**config.mk**
```make
export PLATFORM = sky130hd
export DESIGN_NAME = uart_dma_req_gen
export DESIGN_NICKNAME = d
export VERILOG_FILES = /design/src/rtl/uart_dma_pkg.sv /design/src/rtl/dma_host_rx.sv /design/src/rtl/dma_host_tx.sv /design/src/rtl/dma_cpu_req.sv /design/src/rtl/uart_dma_req_gen.sv
export SDC_FILE = /design/constraint.sdc
export NUM_CORES = 1
export LEC_CHECK = 0
export CORE_AREA = 5 5 42 44
export DETAILED_ROUTE_END_ITERATION = 7
export DIE_AREA = 0 0 47 49
export PLACE_DENSITY_LB_ADDON = 0.12
export SYNTH_ARGS = -nofsm -noshare
export SYNTH_HDL_FRONTEND = slang
export SYNTH_SLANG_ARGS = --single-unit
```
**constraint.sdc**
```tcl
create_clock -name clk_i -period 2 [get_ports clk_i]
set_input_delay 0.4 -clock clk_i [delete_from_list [all_inputs] [get_ports clk_i]]
set_output_delay 0.4 -clock clk_i [all_outputs]
set_load 0.01 [all_outputs]
```
**src/rtl/uart_dma_pkg.sv**
```systemverilog
package uart_dma_pkg;

    // Host receive request state: hysteresis hold and registered request.
    typedef struct packed {
        logic hold;
        logic req;
    } rx_state_t;

    // Processor-side channel state: condition history and registered request.
    typedef struct packed {
        logic cond_prev;
        logic req;
    } cpu_state_t;

    // Trigger-level selector codes.
    typedef enum logic [1:0] {
        TRIG_SEL_A = 2'b00,
        TRIG_SEL_B = 2'b01,
        TRIG_SEL_C = 2'b10,
        TRIG_SEL_D = 2'b11
    } trig_sel_e;

endpackage

```
**src/rtl/dma_host_rx.sv**
```systemverilog
module dma_host_rx
    import uart_dma_pkg::*;
#(
    parameter int RX_DEPTH = 16,
    parameter int TRIG_A   = 1,
    parameter int TRIG_B   = 4,
    parameter int TRIG_C   = 8,
    parameter int TRIG_D   = 14,
    localparam int CNT_W   = $clog2(RX_DEPTH + 1)
) (
    input  logic             clk_i,
    input  logic             rst_ni,
    input  logic             multi_i,
    input  logic [1:0]       trig_i,
    input  logic [CNT_W-1:0] count_i,
    output logic             req_o
);

    rx_state_t        st_d, st_q;
    logic [CNT_W-1:0] level_w;
    logic             nonempty_w;

    always_comb begin
        case (trig_sel_e'(trig_i))
            TRIG_SEL_A: level_w = CNT_W'(TRIG_A);
            TRIG_SEL_B: level_w = CNT_W'(TRIG_B);
            TRIG_SEL_C: level_w = CNT_W'(TRIG_C);
            default:    level_w = CNT_W'(TRIG_D);
        endcase
    end

    assign nonempty_w = (count_i != '0);

    always_comb begin
        st_d = st_q;
        if (!multi_i) begin
            st_d.hold = 1'b0;
            st_d.req  = nonempty_w;
        end else begin
            if (!nonempty_w) begin
                st_d.hold = 1'b0;
            end else if (count_i >= level_w) begin
                st_d.hold = 1'b1;
            end
            st_d.req = st_d.hold;
        end
    end

    always_ff @(posedge clk_i or negedge rst_ni) begin
        if (!rst_ni) begin
            st_q <= '0;
        end else begin
            st_q <= st_d;
        end
    end

    assign req_o = st_q.req;

endmodule

```
**src/rtl/dma_host_tx.sv**
```systemverilog
module dma_host_tx (
    input  logic clk_i,
    input  logic rst_ni,
    input  logic multi_i,
    input  logic empty_i,
    input  logic full_i,
    output logic req_o
);

    logic req_d, req_q;

    always_comb begin
        req_d = multi_i ? ~full_i : empty_i;
    end

    always_ff @(posedge clk_i or negedge rst_ni) begin
        if (!rst_ni) begin
            req_q <= 1'b0;
        end else begin
            req_q <= req_d;
        end
    end

    assign req_o = req_q;

endmodule

```
**src/rtl/dma_cpu_req.sv**
```systemverilog
module dma_cpu_req
    import uart_dma_pkg::*;
(
    input  logic clk_i,
    input  logic rst_ni,
    input  logic flag_i,
    input  logic shadow_i,
    input  logic delay_en_i,
    input  logic edge_mode_i,
    output logic req_o
);

    cpu_state_t st_d, st_q;
    logic       cond_w;

    // Request condition is the absence of the blocking flag (full or empty).
    assign cond_w = ~(delay_en_i ? shadow_i : flag_i);

    always_comb begin
        st_d           = st_q;
        st_d.cond_prev = cond_w;
        st_d.req       = edge_mode_i ? (cond_w & ~st_q.cond_prev) : cond_w;
    end

    always_ff @(posedge clk_i or negedge rst_ni) begin
        if (!rst_ni) begin
            st_q <= '0;
        end else begin
            st_q <= st_d;
        end
    end

    assign req_o = st_q.req;

endmodule

```
**src/rtl/uart_dma_req_gen.sv**
```systemverilog
module uart_dma_req_gen
    import uart_dma_pkg::*;
#(
    parameter int RX_DEPTH = 16,
    parameter int TRIG_A   = 1,
    parameter int TRIG_B   = 4,
    parameter int TRIG_C   = 8,
    parameter int TRIG_D   = 14,
    localparam int CNT_W   = $clog2(RX_DEPTH + 1)
) (
    input  logic             clk_i,
    input  logic             rst_ni,
    input  logic             dma_multi_i,
    input  logic [1:0]       rx_trig_i,
    input  logic [CNT_W-1:0] rx_count_i,
    input  logic             tx_empty_i,
    input  logic             tx_full_i,
    input  logic             p2h_full_i,
    input  logic             p2h_full_shadow_i,
    input  logic             h2p_empty_i,
    input  logic             h2p_empty_shadow_i,
    input  logic             delay_en_i,
    input  logic             out_edge_i,
    input  logic             in_edge_i,
    output logic             host_rx_req_o,
    output logic             host_tx_req_o,
    output logic             cpu_out_req_o,
    output logic             cpu_in_req_o
);

    localparam int NUM_CPU_CH = 2;

    logic [NUM_CPU_CH-1:0] live_w, shad_w, edge_w, req_w;

    dma_host_rx #(
        .RX_DEPTH (RX_DEPTH),
        .TRIG_A   (TRIG_A),
        .TRIG_B   (TRIG_B),
        .TRIG_C   (TRIG_C),
        .TRIG_D   (TRIG_D)
    ) u_host_rx (
        .clk_i   (clk_i),
        .rst_ni  (rst_ni),
        .multi_i (dma_multi_i),
        .trig_i  (rx_trig_i),
        .count_i (rx_count_i),
        .req_o   (host_rx_req_o)
    );

    dma_host_tx u_host_tx (
        .clk_i   (clk_i),
        .rst_ni  (rst_ni),
        .multi_i (dma_multi_i),
        .empty_i (tx_empty_i),
        .full_i  (tx_full_i),
        .req_o   (host_tx_req_o)
    );

    // Channel 0: outbound (blocked by full); channel 1: inbound (blocked by empty).
    assign live_w = {h2p_empty_i, p2h_full_i};
    assign shad_w = {h2p_empty_shadow_i, p2h_full_shadow_i};
    assign edge_w = {in_edge_i, out_edge_i};

    for (genvar g = 0; g < NUM_CPU_CH; g++) begin : g_cpu
        dma_cpu_req u_req (
            .clk_i       (clk_i),
            .rst_ni      (rst_ni),
            .flag_i      (live_w[g]),
            .shadow_i    (shad_w[g]),
            .delay_en_i  (delay_en_i),
            .edge_mode_i (edge_w[g]),
            .req_o       (req_w[g])
        );
    end

    assign cpu_out_req_o = req_w[0];
    assign cpu_in_req_o  = req_w[1];

endmodule

```
==> run_results.csv, run 1 <==
group,metric,value,unit
synth,yosys_warnings,0,
cts,cts_buffers,3,
power,internal-power,286,uW
worst_setup_path,path_class,"input pin to flip-flop",
timing,report.final.hold_viol_count,0,
power,p_sw,84.0,uW
timing,clock_skew,0.000178,ns
power,pwr-share-clk,0.342,
placement,gp_congestion,0.707,
timing,period_share,0.907,
power,peakVddDrop,0.241,mV
final_layout,final_util,0.454,
worst_setup_path,arrival,1.93,ns
final_layout,drive_above_1_share,0.103,
outcome,status,"finished, final reports clean",
cts,cts_root_buf,"clkbuf_4",
floorplan,core,1400,um^2
global_route,grt_pass1_wl,1.45,mm
drt,dr.pass1.iters,4,
drt,drt_iter0_markers,1,
final_layout,diodes,0,
cts,post_cts.repair.setup_buffers,0,
worst_setup_path,cpMaxStageDelayCell,"clkdlybuf4s50_1",
cts,clk_pin_slew,0.05,ns
cts,htreeDepth,1,
synth,synth.avg_cell_area,11.5,um^2
synth,seq_area_frac_synth,0.475,
global_route,grt_pass1_vias,353,
global_route,track_usage,0.0894,
power,p_sw_frac,0.227,
worst_setup_path,cp_max_fo,3,
timing,min_period,1.81,ns
job,maxCapViolCount,0,
min_path,min_path_type,"input pin to async pin",
final_layout,design_area,636,um^2
synth,synth_cells,32,
floorplan,initial_utilization,0.263,
drt,antenna_left,0,
synth,syn-num-nets,55,
cts,clkLatencyLatePin,0.25,ns
drt,routed_wl,859,um
power,powerDensity,582,nW/um^2
cts,cts_sinks,7,
timing,tightest_slew,0.325,ns
synth,syn_area,369,um^2
placement,port_buffers,22,
floorplan,die_h,49,um
cts,tritoncts,"done",
power,p_comb_frac,0.236,
cts,hold_buffers,0,
worst_setup_path,cp_cell_sequence,"clkdlybuf4s50_1, inv_1, ha_1, a21o_1, a2111oi_2, a31oi_1",
timing,rsz0062_at_grt,"no",
timing,setup_viol,0,
worst_setup_path,crit_family,"compound AO/OA/AOI/OAI gates",
placement,place_hpwl,739,um
floorplan,pin_count,23,
worst_setup_path,worst_setup_path_end_kind,"flip-flop",
floorplan,placementRows,14,
final_layout,area_delta_synth_final,72.2,%
drt,num_vias,345,
final_layout,layout.nets,82,
worst_setup_path,start_kind,"input pin",
synth,synth.distinct_cells,15,
worst_setup_path,path_buf_inv,2,
power,seq_power_share,0.422,
timing,fmax,551,MHz
power,leakagePower,0.000290,uW
global_route,grt_overflow,0,
worst_setup_path,critPathRequiredTime,2.12,ns
timing,maxSlewHeadroom,0.783,
synth,synth-seq-cells,7,
drt,wire_per_inst,11.6,um
drt,drc,0,
drt,viasPerCell,4.66,
cts,cts_buffer_depth,2,
placement,placed_area,609,um^2
global_route,antenna_found_initial,0,
global_route,grt_max_degree,8,
floorplan,die_area,2300,um^2
worst_setup_path,max_stage_delay,0.50,ns
timing,slew_violations,0,
cts,post_cts_resized,0,
floorplan,die_w,47,um
-- cell usage after synthesis --
library cell / number / share of area
a2111oi_2: 1 / 0.041
a21boi_1: 2 / 0.041
a21o_1: 1 / 0.020
a21oi_1: 1 / 0.014
a31oi_1: 1 / 0.017
and4b_1: 1 / 0.027
dfrtp_1: 7 / 0.47
ha_1: 4 / 0.14
inv_1: 5 / 0.051
mux2i_1: 3 / 0.081
nand2_1: 1 / 0.010
nor2_1: 2 / 0.020
o21ai_1: 1 / 0.014
o21ai_2: 1 / 0.024
or4_4: 1 / 0.031
-- layer usage --
layer / up-vias / part of all wire / track usage
li1: 164 / - / -
met1: 162 / 0.34 / 0.0946
met2: 17 / 0.50 / 0.131
met3: 2 / 0.14 / 0.0406
met4: 0 / 0.016 / 0.0691
met5: - / 0 / 0
-- state kept, by name (all words and copies together) (netlist names) --
| name | count |
|---|---|
| g_cpu.u_req.req_o | 2 |
| g_cpu.u_req.st_q | 2 |
| u_host_rx.req_o | 1 |
| u_host_rx.st_q | 1 |
| u_host_tx.req_o | 1 |
-- worst reg2reg max path: cells and delay by family (launching register included) --
family	cells	cell delay [ns]
flops	1	0.37
compound gates	2	0.38
-- placed cells by master (no fill, tap or decap), types with 2 or more instances in the layout --
cell type | netlist | final
dfrtp_1 | 7 | 7
mux2i_1 | 3 | 3
inv_1 | 5 | 5
clkbuf_4 | 0 | 3
nor2_1 | 2 | 2
ha_1 | 4 | 4
clkdlybuf4s50_1 | 0 | 22
a21boi_1 | 2 | 2
-- through the flow --
| stage | instances | power (uW) | hold slack [ns] | setup slack [ns] | setup TNS, ns |
|---|---|---|---|---|---|
| after floorplan | 32 | 187 | 0.104 | 0.524 | 0 |
| after global placement | 70 | 246 | 0.402 | -0.0211 | -0.0395 |
| after detailed placement | 70 | 247 | 0.408 | -0.0844 | -0.147 |
| after CTS | 74 | 380 | 0.410 | 0.170 | 0 |
| after global routing | 74 | 399 | 0.409 | 0.0579 | 0 |
| final | 74 | 370 | 0.404 | 0.185 | 0 |
-- power groups by stage --
stage,combinational [uW],clock (uW),sequential [uW]
final,87.2,126,156
after detailed placement,88.7,0,159
after global routing,96.7,144,157
after CTS,89.6,134,156
after floorplan,24.9,0,162
after global placement,87.3,0,158
-- kinds of logic (layout without fill, tap and decap cells) --
logic type	after synthesis	count (layout)	share of synthesized area
flops	7	7	0.475
compound gates	8	8	0.169
simple gates	5	5	0.0881
buf+inv	5	31	0.0509
mux	3	3	0.0814
fa+ha+maj	4	4	0.136
-- cell type report --
class / instances / area (um^2)
fillers: 146 / 766
repair buffers: 22 / 220
flip-flops and latches: 7 / 175
multi-input cells: 20 / 175
clock buffers: 4 / 26.3
well taps: 16 / 20.0
inverters: 5 / 18.8
-- path summary, 6_finish.rpt --
check / startpoint / end / slack (ns) / cells past startpoint
min in group clk_i: g_cpu[0].u_req.st_q[1] / g_cpu[0].u_req.req_o / 0.41 / 1
max: rx_trig_i[0] / u_host_rx.req_o / 0.19 / 6
max reg2reg: u_host_rx.st_q[1] / u_host_rx.req_o / 1.12 / 2
min: rst_ni / g_cpu[0].u_req.st_q[1] / 0.40 / 1
min reg2reg: g_cpu[0].u_req.st_q[1] / g_cpu[0].u_req.req_o / 0.41 / 1
max in group asynchronous: rst_ni / u_host_tx.req_o / 1.37 / 1
No activity file was read; power rests on OpenSTA's default activity.
==> inputs of run 2 (changes only) <==
--- a/config.mk
+++ b/config.mk
@@ -8,7 +8,9 @@
 export CORE_AREA = 5 5 42 44
 export DETAILED_ROUTE_END_ITERATION = 7
 export DIE_AREA = 0 0 47 49
+export DONT_BUFFER_PORTS = 1
 export PLACE_DENSITY_LB_ADDON = 0.12
+export RECOVER_POWER = 25
 export SYNTH_ARGS = -nofsm -noshare
 export SYNTH_HDL_FRONTEND = slang
 export SYNTH_SLANG_ARGS = --single-unit
==> run_results.csv, run 2 (synthesis gave the netlist of run 1 again) <==
group,metric,value,unit
outcome,status,"finished, final reports clean",
final_layout,layout_common_cells,"dfrtp_1 (7), inv_1 (5), ha_1 (4)",
worst_setup_path,crit_family,"compound AO/OA/AOI/OAI gates",
power,internal-power,246,uW
floorplan,placementRows,14,
power,p_comb_frac,0.102,
timing,report.final.hold_viol_count,0,
timing,fin_setup_tns,0,ns
timing,setup_viol,0,
floorplan,pin_count,23,
cts,cts_sinks,7,
cts,cts_buffer_depth,2,
power,peakVddDrop,0.260,mV
min_path,hp-start,"tx_full_i",
global_route,track_usage,0.0695,
placement,gp_congestion,0.632,
power,pwr-share-clk,0.386,
worst_setup_path,arrival,1.42,ns
cts,post_cts_resized,0,
cts,htreeDepth,1,
final_layout,drive_above_1_share,0.162,
drt,viasPerCell,4.83,
drt,drc,0,
placement,port_buffers,0,
min_path,min_path_type,"input pin to flip-flop",
final_layout,diodes,0,
global_route,antenna_found_initial,0,
worst_setup_path,start_kind,"input pin",
worst_setup_path,cp_max_fo,3,
power,powerDensity,739,nW/um^2
cts,tritoncts,"done",
floorplan,die_h,49,um
drt,dr.pass1.iters,2,
cts,cts_buffers,3,
timing,rsz0062_at_grt,"no",
floorplan,initial_utilization,0.263,
worst_setup_path,path_class,"input pin to flip-flop",
power,p_sw_frac,0.217,
placement,place_hpwl,632,um
final_layout,layout.nets,61,
global_route,grt_pass1_wl,1.08,mm
cts,cts_root_buf,"clkbuf_4",
floorplan,die_w,47,um
floorplan,core,1400,um^2
worst_setup_path,path_buf_inv,1,
drt,routed_wl,692,um
timing,setup_ws,0.695,ns
cts,clk_pin_slew,0.05,ns
placement,pre_cts_slack,0.449,ns
worst_setup_path,critPathRequiredTime,2.11,ns
timing,clock_skew,0.000118,ns
job,maxCapViolCount,0,
power,seq_power_share,0.511,
final_layout,final_common_cell,"dfrtp_1",
floorplan,die_area,2300,um^2
worst_setup_path,ff2ff_path_depth,2,
global_route,grt_max_degree,8,
drt,drt_iter0_markers,1,
worst_setup_path,crit_path_start,"rx_trig_i[0]",
worst_setup_path,r2r-start,"u_host_rx.st_q[1]",
power,leakagePower,0.000207,uW
timing,tightest_slew,0.347,ns
worst_setup_path,worstSetupPathDepth,5,
timing,maxSlewHeadroom,0.768,
timing,min_period,1.31,ns
global_route,grt_pass1_vias,266,
global_route,grt_overflow,0,
timing,period_share,0.653,
drt,num_vias,256,
timing,slew_violations,0,
final_layout,area_delta_synth_final,15.3,%
worst_setup_path,cp_cell_sequence,"inv_1, ha_1, a21o_1, a2111oi_2, a31oi_1",
cts,clkLatencyLatePin,0.24,ns
drt,antenna_left,0,
worst_setup_path,max_stage_delay,0.41,ns
min_path,hold_depth,1,
worst_setup_path,worst_setup_path_end_kind,"flip-flop",
power,p_sw,68.2,uW
timing,fmax,766,MHz
drt,wire_per_inst,13.1,um
worst_setup_path,cpMaxStageDelayCell,"a2111oi_2",
[run 2: cell types whose count changed in the layout (fill, tap and decap cells not counted)]
cell / before / now
a21boi_0: 0 / 1
clkdlybuf4s50_1: 22 / 0
dlygate4sd3_1: 0 / 1
a21boi_1: 2 / 1
[run 2: path summary, 6_finish.rpt]
check | slack [ns] | to
min reg2reg | 0.42 | g_cpu[1].u_req.req_o
min in group asynchronous | 0.48 | u_host_rx.st_q[1]
min | 0.24 | u_host_tx.req_o
max | 0.69 | u_host_rx.req_o
max reg2reg | 1.09 | u_host_rx.req_o
max in group asynchronous | 1.29 | g_cpu[1].u_req.req_o
[run 2: timing repair]
item / in CTS / in global routing
buffers inserted: 0 / 0
hold buffers: 1 / 0
endpoints found under the setup margin: 0 / 0
endpoints found under the hold margin: 7 / 0
[run 2: power by group through the flow]
| stage | Combinational (uW) | Sequential [uW] | Clock [uW] |
|---|---|---|---|
| floorplan | 24.9 | 162 | 0 |
| detailed placement | 29.1 | 164 | 0 |
| CTS | 33.4 | 161 | 129 |
| global placement | 27.3 | 163 | 0 |
| global route | 37.5 | 162 | 135 |
| finish | 32.2 | 161 | 121 |
[run 2: layout make-up]
| cell class | instances | area (um^2) |
|---|---|---|
| tap | 16 | 20.0 |
| timing repair buffer | 1 | 10.0 |
| fill | 152 | 976 |
| sequential | 7 | 175 |
| multi-input combinational | 20 | 175 |
| inverter | 5 | 18.8 |
| clock buffer | 4 | 26.3 |
[run 2: per-layer routing]
metal | part of all wire | track usage
met1 | 0.34 | 0.0762
met4 | 0 | 0.0553
met2 | 0.52 | 0.0950
met3 | 0.14 | 0.0369
met5 | 0 | 0
[run 2: stage by stage]
| stage | util | power (uW) | cells | cell area (um^2) | hold slack (ns) |
|---|---|---|---|---|---|
| after detailed placement | 0.278 | 193 | 48 | 389 | 0.105 |
| after floorplan | - | 187 | 32 | 369 | 0.104 |
| final | 0.304 | 314 | 53 | 425 | 0.243 |
| after global routing | 0.304 | 334 | 53 | 425 | 0.231 |
| after CTS | 0.304 | 324 | 53 | 425 | 0.234 |
| after global placement | 0.278 | 191 | 48 | 389 | 0.105 |
==> inputs of run 3 (changes only) <==
==> constraint.sdc (replaced) <==
create_clock -name clk_i -period 1.3 [get_ports clk_i]
set_input_delay 0.26 -clock clk_i [delete_from_list [all_inputs] [get_ports clk_i]]
set_output_delay 0.26 -clock clk_i [all_outputs]
set_load 0.01 [all_outputs]
==> run_results.csv, run 3 (synthesis gave the netlist of run 1 again) <==
group,metric,value,unit
min_path,min_path_type,"input pin to flip-flop",
drt,m1WireLength,249,um
timing,rsz0062_at_grt,"no",
floorplan,pin_count,23,
worst_setup_path,start_kind,"input pin",
floorplan,die_area,2300,um^2
final_layout,layout.nets,61,
timing,period_share,0.843,
final_layout,diodes,0,
final_layout,drive_above_1_share,0.162,
drt,dr_wl_met2,364,um
global_route,track_usage,0.0659,
cts,tritoncts,"done",
worst_setup_path,max_stage_delay,0.34,ns
timing,tightest_slew,0.329,ns
cts,cts_buffers,3,
power,leakagePower,0.000207,uW
drt,wl_met3,104,um
drt,drt_iter0_markers,1,
timing,slew_violations,0,
floorplan,placementRows,14,
global_route,grt_pass1_wl,1.09,mm
cts,post_cts_resized,0,
floorplan,die_w,47,um
placement,port_buffers,0,
final_layout,final_common_cell,"dfrtp_1",
power,finalPower,488,uW
global_route,grt_overflow,0,
timing,maxSlewHeadroom,0.780,
drt,routed_wl,718,um
cts,clkLatencyLatePin,0.24,ns
cts,cts_buffer_depth,2,
power,powerDensity,1150,nW/um^2
timing,fin_setup_tns,0,ns
drt,wire_per_inst,13.5,um
worst_setup_path,critPathRequiredTime,1.41,ns
final_layout,area_delta_synth_final,15.3,%
global_route,antenna_found_initial,0,
timing,fmax,912,MHz
drt,antenna_left,0,
cts,clk_pin_slew,0.05,ns
worst_setup_path,cpMaxStageDelayCell,"a2111oi_2",
worst_setup_path,arrival,1.21,ns
worst_setup_path,cp_cell_sequence,"inv_1, ha_1, a21o_1, a2111oi_2, a31oi_1",
timing,min_period,1.10,ns
drt,dr.pass1.iters,2,
timing,report.final.hold_viol_count,0,
drt,top_layer,"met3",
drt,viasPerCell,4.77,
timing,clock_skew,0.0000282,ns
worst_setup_path,rrSetupSlack,0.41,ns
power,peakVddDrop,0.402,mV
global_route,grt_pass1_vias,281,
cts,htreeDepth,1,
floorplan,core,1400,um^2
final_layout,layout_common_cells,"dfrtp_1 (7), inv_1 (5), ha_1 (4)",
outcome,status,"finished, final reports clean",
global_route,grt_max_degree,8,
cts,cts_sinks,7,
placement,gp_congestion,0.643,
floorplan,die_h,49,um
worst_setup_path,worst_setup_path_end_kind,"flip-flop",
job,maxCapViolCount,0,
worst_setup_path,path_class,"input pin to flip-flop",
drt,num_vias,253,
drt,drc,0,
cts,cts_root_buf,"clkbuf_4",
worst_setup_path,cp_max_fo,3,
final_layout,fillers,153,
timing,setup_viol,0,
floorplan,initial_utilization,0.263,
-- run 3: cell counts in the layout (fill, tap and decap cells not counted) --
Identical to the previous run, type by type.
-- run 3: worst max-delay path, delay by kind of cell --
kind                     cells  cell delay (ns)
AO/OA/AOI/OAI                3             0.65
adder cells (fa/ha/maj)      1             0.27
buffers and inverters        1             0.02
-- run 3: metal layers --
metal | track usage | vias to the layer above
li1 | - | 122
met1 | 0.0785 | 116
met2 | 0.0950 | 15
met3 | 0.0148 | 0
met4 | 0.0553 | 0
met5 | 0 | -
-- run 3: cell type report --
class                      instances  area (um^2)  area share
tap                               16         20.0      0.0471
multi-input combinational         20          175       0.412
timing repair buffer               1         10.0      0.0235
clock buffer                       4         26.3      0.0618
sequential                         7          175       0.412
inverter                           5         18.8      0.0441
-- run 3: where the power goes --
part / switching, uW / internal, uW
logic: 23.7 / 26.8
registers: 11.6 / 236
clock network: 73.1 / 117
total: 108 / 379
-- run 3: metrics by stage --
stage	area [um^2]	hold slack [ns]	utilization	cells	worst slack, ns
after floorplan	369	-0.0356	-	32	0.0189
after global placement	389	-0.0353	0.278	48	-0.0149
after detailed placement	389	-0.0353	0.278	48	-0.0464
after CTS	425	0.0911	0.304	53	0.210
after global routing	425	0.101	0.304	53	0.144
final	425	0.105	0.304	53	0.204
-- run 3: worst paths after layout --
kind | to | cells past startpoint | from
min reg2reg | g_cpu[0].u_req.req_o | 1 | g_cpu[0].u_req.st_q[1]
max reg2reg | u_host_rx.req_o | 2 | u_host_rx.st_q[1]
min in group asynchronous | g_cpu[1].u_req.req_o | 1 | rst_ni
min | u_host_tx.req_o | 1 | tx_full_i
max | u_host_rx.req_o | 5 | rx_trig_i[0]
max in group asynchronous | u_host_rx.st_q[1] | 1 | rst_ni
-- run 3: what timing repair did --
| action | 4_1_cts | 5_1_grt |
|---|---|---|
| buffers inserted | 0 | 0 |
| endpoints found under the hold margin | 7 | 0 |
| hold buffers | 1 | 0 |
